===== src/rtl/eirq_pkg.sv =====
package eirq_pkg;

  localparam int CTL_SENSE_BIT = 0;
  localparam int CTL_POL_BIT   = 1;
  localparam int CTL_CLR_BIT   = 2;
  localparam int CTL_STAT_BIT  = 3;
  localparam int CTL_USED_W    = 4;

  typedef enum logic {
    SENSE_LEVEL = 1'b0,
    SENSE_EDGE  = 1'b1
  } sense_e;

  typedef struct packed {
    logic   pol;
    sense_e sense;
  } chan_cfg_t;

  localparam chan_cfg_t CFG_RESET = '{pol: 1'b0, sense: SENSE_LEVEL};

  // active edge relative to polarity: pol=0 rising, pol=1 falling
  function automatic logic active_edge(input logic cur, input logic prev, input logic pol);
    return pol ? (prev & ~cur) : (cur & ~prev);
  endfunction

  // level after polarity correction
  function automatic logic level_active(input logic cur, input logic pol);
    return cur ^ pol;
  endfunction

  // sticky flag update; an event beats a clear, leaving edge mode empties it
  function automatic logic next_flag(input logic edge_mode, input logic evt,
                                     input logic flag, input logic clr);
    return edge_mode & (evt | (flag & ~clr));
  endfunction

endpackage


===== src/rtl/eirq_sync.sv =====
module eirq_sync #(
  parameter int WIDTH  = 4,
  parameter int STAGES = 2
) (
  input  logic             clk,
  input  logic             rst_n,
  input  logic [WIDTH-1:0] d_async,
  output logic [WIDTH-1:0] q_sync
);

  logic [STAGES-1:0][WIDTH-1:0] stage_q;

  generate
    for (genvar s = 0; s < STAGES; s++) begin : g_stage
      if (s == 0) begin : g_first
        always_ff @(posedge clk or negedge rst_n) begin
          if (!rst_n) stage_q[s] <= '0;
          else        stage_q[s] <= d_async;
        end
      end else begin : g_next
        always_ff @(posedge clk or negedge rst_n) begin
          if (!rst_n) stage_q[s] <= '0;
          else        stage_q[s] <= stage_q[s-1];
        end
      end
    end
  endgenerate

  assign q_sync = stage_q[STAGES-1];

endmodule


===== src/rtl/eirq_chan.sv =====
module eirq_chan
  import eirq_pkg::*;
(
  input  logic      clk,
  input  logic      rst_n,
  input  logic      pin_s,
  input  logic      wr_hit,
  input  chan_cfg_t wr_cfg,
  input  logic      wr_clr,
  output chan_cfg_t cfg_q,
  output logic      status
);

  logic      prev_q;
  logic      flag_q;
  logic      evt;
  logic      clr_req;
  logic      lvl_act;
  logic      edge_now;
  logic      edge_next;
  chan_cfg_t cfg_d;

  assign cfg_d     = wr_hit ? wr_cfg : cfg_q;
  assign clr_req   = wr_hit & wr_clr;
  assign evt       = active_edge(pin_s, prev_q, cfg_q.pol);
  assign lvl_act   = level_active(pin_s, cfg_q.pol);
  assign edge_now  = (cfg_q.sense == SENSE_EDGE);
  assign edge_next = (cfg_d.sense == SENSE_EDGE);

  always_ff @(posedge clk or negedge rst_n) begin
    if (!rst_n) begin
      prev_q <= 1'b0;
      flag_q <= 1'b0;
      cfg_q  <= CFG_RESET;
    end else begin
      prev_q <= pin_s;
      flag_q <= next_flag(edge_next, evt, flag_q, clr_req);
      cfg_q  <= cfg_d;
    end
  end

  assign status = edge_now ? flag_q : lvl_act;

  // edge seen while staying in edge mode raises the request next cycle
  assert_edge_sets_R5: assert property (@(posedge clk) disable iff (!rst_n)
    (edge_now && evt && !(wr_hit && wr_cfg.sense == SENSE_LEVEL)) |=> status);

  // a captured event holds without a clear
  assert_sticky_R5: assert property (@(posedge clk) disable iff (!rst_n)
    (edge_now && status && !wr_hit) |=> status);

  // clear with no coincident edge empties the flag
  assert_clear_drops_R7: assert property (@(posedge clk) disable iff (!rst_n)
    (clr_req && !evt) |=> !flag_q);

  // coincident edge beats the clear
  assert_edge_beats_clear_R8: assert property (@(posedge clk) disable iff (!rst_n)
    (edge_now && clr_req && evt && wr_cfg.sense == SENSE_EDGE) |=> status);

  // level mode keeps no latched state
  assert_level_no_latch_R9: assert property (@(posedge clk) disable iff (!rst_n)
    (!edge_now && !wr_hit) |=> !flag_q);

endmodule


===== src/rtl/eirq_rdmux.sv =====
module eirq_rdmux
  import eirq_pkg::*;
#(
  parameter int NCH    = 4,
  parameter int DATA_W = 8,
  parameter int IDX_W  = 2
) (
  input  logic [IDX_W-1:0]  sel,
  input  chan_cfg_t         cfg   [NCH],
  input  logic [NCH-1:0]    stat,
  output logic [DATA_W-1:0] data
);

  always_comb begin
    data = '0;
    for (int i = 0; i < NCH; i++) begin
      if (int'(sel) == i) begin
        data[CTL_SENSE_BIT] = cfg[i].sense;
        data[CTL_POL_BIT]   = cfg[i].pol;
        data[CTL_STAT_BIT]  = stat[i];
      end
    end
  end

endmodule


===== src/rtl/ext_irq_ctrl.sv =====
module ext_irq_ctrl
  import eirq_pkg::*;
#(
  parameter  int NCH         = 4,
  parameter  int DATA_W      = 8,
  parameter  int SYNC_STAGES = 2,
  localparam int IDX_W       = (NCH > 1) ? $clog2(NCH) : 1
) (
  input  logic              clk,
  input  logic              rst_n,
  input  logic [NCH-1:0]    ext_pin,
  input  logic              wr_en,
  input  logic [IDX_W-1:0]  wr_sel,
  input  logic [DATA_W-1:0] wr_data,
  input  logic [IDX_W-1:0]  rd_sel,
  output logic [DATA_W-1:0] rd_data,
  output logic [NCH-1:0]    irq_req
);

  logic [NCH-1:0] pin_s;
  logic [NCH-1:0] chan_stat;
  logic [NCH-1:0] wr_hit;
  chan_cfg_t      chan_cfg [NCH];
  chan_cfg_t      wr_cfg;
  logic           wr_clr;
  wire            unused_wr_bits = ^wr_data;

  assign wr_cfg.sense = sense_e'(wr_data[CTL_SENSE_BIT]);
  assign wr_cfg.pol   = wr_data[CTL_POL_BIT];
  assign wr_clr       = wr_data[CTL_CLR_BIT];

  eirq_sync #(.WIDTH(NCH), .STAGES(SYNC_STAGES)) u_sync (
    .clk     (clk),
    .rst_n   (rst_n),
    .d_async (ext_pin),
    .q_sync  (pin_s)
  );

  generate
    for (genvar c = 0; c < NCH; c++) begin : g_chan
      assign wr_hit[c] = wr_en && (int'(wr_sel) == c);

      eirq_chan u_chan (
        .clk    (clk),
        .rst_n  (rst_n),
        .pin_s  (pin_s[c]),
        .wr_hit (wr_hit[c]),
        .wr_cfg (wr_cfg),
        .wr_clr (wr_clr),
        .cfg_q  (chan_cfg[c]),
        .status (chan_stat[c])
      );

      // untouched channels keep their configuration
      assert_other_chan_kept_R11: assert property (@(posedge clk) disable iff (!rst_n)
        (!wr_hit[c]) |=> (chan_cfg[c] == $past(chan_cfg[c])));
    end
  endgenerate

  assign irq_req = chan_stat;

  eirq_rdmux #(.NCH(NCH), .DATA_W(DATA_W), .IDX_W(IDX_W)) u_rdmux (
    .sel  (rd_sel),
    .cfg  (chan_cfg),
    .stat (chan_stat),
    .data (rd_data)
  );

  // status bit read back matches the request line, clear bit always reads 0
  assert_readback_R10: assert property (@(posedge clk) disable iff (!rst_n)
    (int'(rd_sel) < NCH) |->
      (rd_data[CTL_STAT_BIT] == irq_req[rd_sel] && rd_data[CTL_CLR_BIT] == 1'b0));

endmodule


===== config.mk =====
export PLATFORM = sky130hd
export DESIGN_NAME = ext_irq_ctrl
export DESIGN_NICKNAME = d
export VERILOG_FILES = /design/src/rtl/eirq_pkg.sv /design/src/rtl/eirq_sync.sv /design/src/rtl/eirq_chan.sv /design/src/rtl/eirq_rdmux.sv /design/src/rtl/ext_irq_ctrl.sv
export SDC_FILE = /design/constraint.sdc
export NUM_CORES = 1
export LEC_CHECK = 0
export BUFFER_PORTS_ARGS = -buffer_cell sky130_fd_sc_hd__buf_2
export CORE_UTILIZATION = 45
export CTS_BUF_LIST = sky130_fd_sc_hd__clkbuf_8
export DETAILED_ROUTE_END_ITERATION = 16
export GPL_TIMING_DRIVEN = 0
export HOLD_SLACK_MARGIN = 0.12
export PLACE_DENSITY_LB_ADDON = 0.25
export SYNTH_ARGS = -nofsm -noshare
export SYNTH_HDL_FRONTEND = slang
export SYNTH_SLANG_ARGS = --single-unit

===== constraint.sdc =====
create_clock -name clk -period 2.55 [get_ports clk]
set_clock_uncertainty 0.2 [all_clocks]
set_input_delay 0.255 -clock clk [delete_from_list [all_inputs] [get_ports clk]]
set_output_delay 0.255 -clock clk [all_outputs]
set_load 0.005 [all_outputs]

==> impl_metrics.tcl <==
set metrics [dict create \
    status "complete, no violations" \
    cp-end-kind "output pin" \
    final_max_slew_viol_count 0 \
    cp_cell_sequence "xnor2_1 > o21ai_1 > mux4_2 > buf_2" \
    antenna_left 0 \
    clkLatencyLatePin_ns 0.26 \
    clk_pin_slew_ns 0.07 \
    n_fill_cell 206 \
    muxShareOfSynthArea_pct 14.71 \
    cts_tree "built" \
    antenna_cells 0 \
    place.gp.congestion 0.7697 \
    area_growth_pct 23.83 \
    port_buffers 20 \
    firstDrtPassIters 5 \
    slowest_stage "mux4_2" \
    p_sw_uw 233.0 \
    slew_headroom_pct 64.87 \
    max_stage_delay_ns 0.46 \
    via_count 735 \
    synth_warnings 0 \
    irDropWorstVdd_uv 447.2 \
    first_global_vias 742 \
    fp.dieW_um 51.38 \
    max_freq_mhz 481.2 \
    dieArea_mm2 0.002640 \
    startpoint_type "flop" \
    dp.cells 134 \
    first_iter_violations 7 \
    multi_input_area_um2 440.4 \
    required_ns 2.10 \
    synth_seq_area_share_pct 54.73 \
    finalCriticalPeriod_ns 2.078 \
    path_class "reg -> out" \
    clock_sinks 24 \
    holdWs_ns 0.1517 \
    rsz0062_at_grt "false" \
    grt_max_degree 25 \
    wl_per_cell_um 13.70 \
    cp_max_fo 5 \
    setup_viol 0 \
    synthSimpleGateAreaFrac_pct 9.578 \
    cts_max_level 1 \
    placementRows 17 \
    placed_cell_area_mm2 0.001247 \
    power.density_mw_per_mm2 665.7 \
    synth_top_family_by_area "multiplexers" \
    hold_viol_final 0 \
    tns_ns 0 \
    avgSynthCellArea_um2 13.38 \
    power_frac_comb_pct 24.7 \
    sw_frac_of_total_pct 25.76 \
    p_int_uw 671.6 \
    synth_compound_area_share_pct 10.95 \
    hold_path.class "reg -> reg" \
    core_area_mm2 0.002255 \
    r2r_slack_ns 1.15 \
    mostFrequentLayoutCell "dfrtp_1" \
    grt_pass1_wl_um 3284 \
    grt_usage_pct 18.05 \
    clk_path_buf_depth 2 \
    finalNetCount 137 \
    layout.area.seq_um2 600.6 \
    post_cts.repair.setup_buffers 0 \
    hpwl_um 1447 \
    post-route-util_pct 60.27 \
    period_share_pct 81.49 \
    cts_inserted_buffers 3 \
    p_seq_share_pct 51.9 \
    cts_resized 0 \
    synth_xor_area_share_pct 3.193 \
    synthCells 82 \
    via_per_inst 5.104 \
    synth-adder-area-share_pct 0 \
    drt_wl_total_um 1973 \
    synth_area_mm2 0.001097 \
    final_cell_count_no_fill 144 \
    cts-root-buf "clkbuf_8" \
    drc 0 \
    cellLeakagePower_nw 0.6560 \
    drv_cap 0 \
    synth_cell_types 22 \
    tightest_slew_ns 0.5270 \
    clkPwrFrac_pct 23.5 \
    ys_ff_latch 24 \
    drive_gt1_share_pct 37.07 \
    final_cell_mix "dfrtp_1 (24), buf_2 (20), buf_4 (9)" \
    die_y_um 51.38 \
    antenna_found_initial 0 \
    final_cell_area_mm2 0.001359 \
    io_pins 31 \
    initial_core_util_pct 48.67 \
    overflow 0 \
    arrival_ns 1.62 \
]
-- final timing paths --
kind	depth (start not counted)	startpoint	endpoint
worst max-delay path	4	g_chan[2].u_chan.cfg_q[1]$_DFFE_PN0N_	rd_data[3]
worst min-delay path	0	u_sync.stage_q[2]$_DFF_PN0_	u_sync.q_sync[2]$_DFF_PN0_
worst max register to register	3	g_chan[2].u_chan.cfg_q[1]$_DFFE_PN0N_	g_chan[2].u_chan.flag_q$_DFF_PN0_
worst min register to register	0	u_sync.stage_q[2]$_DFF_PN0_	u_sync.q_sync[2]$_DFF_PN0_
max in group asynchronous	2	rst_n	g_chan[0].u_chan.edge_now$_DFF_PN0_
min in group asynchronous	2	rst_n	u_sync.q_sync[2]$_DFF_PN0_
-- cell families (layout without fill, tap and decap cells) --
family / Yosys count / after routing
flops: 24 / 24
mux: 11 / 11
simple gates: 16 / 16
buf+inv: 10 / 40
other cells: 1 / 5
xor+xnor: 4 / 4
compound gates: 16 / 16
-- routing by layer --
layer | wire [um] | vias up | GRT usage [%] | share of wire (%)
met5 | 0 | - | 0 | 0
met4 | 46 | 0 | 10.81 | 2.3
met3 | 84 | 4 | 2.679 | 4.3
met2 | 953 | 23 | 28.57 | 48
met1 | 887 | 349 | 23.29 | 45
li1 | - | 359 | - | -
-- flip-flops by register name, summed over array words and instances, names as in the netlist --
name and flops:
g_chan.u_chan.prev_q 4, u_sync.stage_q 4, g_chan.u_chan.flag_q 4, g_chan.u_chan.cfg_q 4, u_sync.q_sync 4, g_chan.u_chan.edge_now 4
-- Yosys cell counts --
cell,instances,share of area (%)
dfrtp_1,24,55
buf_4,9,6.2
mux2_2,8,8.2
nand2_1,4,1.4
nor3b_1,4,2.7
o21ai_1,4,1.8
xnor2_1,4,3.2
a211o_1,3,2.4
a21o_1,3,2.1
nor2b_1,3,1.7
o311a_1,3,2.7
mux4_2,2,4.1
nand3b_1,2,1.4
a21oi_1,1,0.46
and3b_1,1,0.80
conb_1,1,0.34
inv_1,1,0.34
mux4_1,1,2.4
nand3_1,1,0.46
nor3b_2,1,1.1
o31ai_1,1,0.68
o32ai_1,1,0.80
-- power groups by stage --
stage | registers (mW) | logic, mW | clock network [mW]
after floorplan | 0.463 | 0.151 | 0
after global placement | 0.475 | 0.210 | 0
after detailed placement | 0.476 | 0.216 | 0
after CTS | 0.469 | 0.226 | 0.222
after global routing | 0.477 | 0.248 | 0.232
final | 0.469 | 0.223 | 0.212
-- critical path: cells and delay by family (launching register included) --
kind	cells	cell delay (ns)
AO/OA/AOI/OAI	1	0.11
buffers and inverters	1	0.14
XOR/XNOR	1	0.21
flip-flops	1	0.45
multiplexers	1	0.46
-- through the flow --
step / power (mW) / setup slack [ns]
after floorplan: 0.6136 / 1.015
after global placement: 0.6848 / 0.8099
after detailed placement: 0.6921 / 0.8060
after CTS: 0.9162 / 0.4607
after global routing: 0.9570 / 0.4255
final: 0.9046 / 0.4720
-- area by class of cell --
type,count,share of cell area [%]
repair buffers,27,12.52
flip-flops and latches,24,44.20
inverters,1,0.2762
plain buffers,9,4.972
clock buffers,3,3.039
well taps,28,2.578
multi-input cells,52,32.41
-- what timing repair did --
item,4_1_cts,5_1_grt
setup endpoints to repair,0,0
hold buffers,7,0
hold endpoints to repair,34,0
Power figures use the tool's default switching activity.
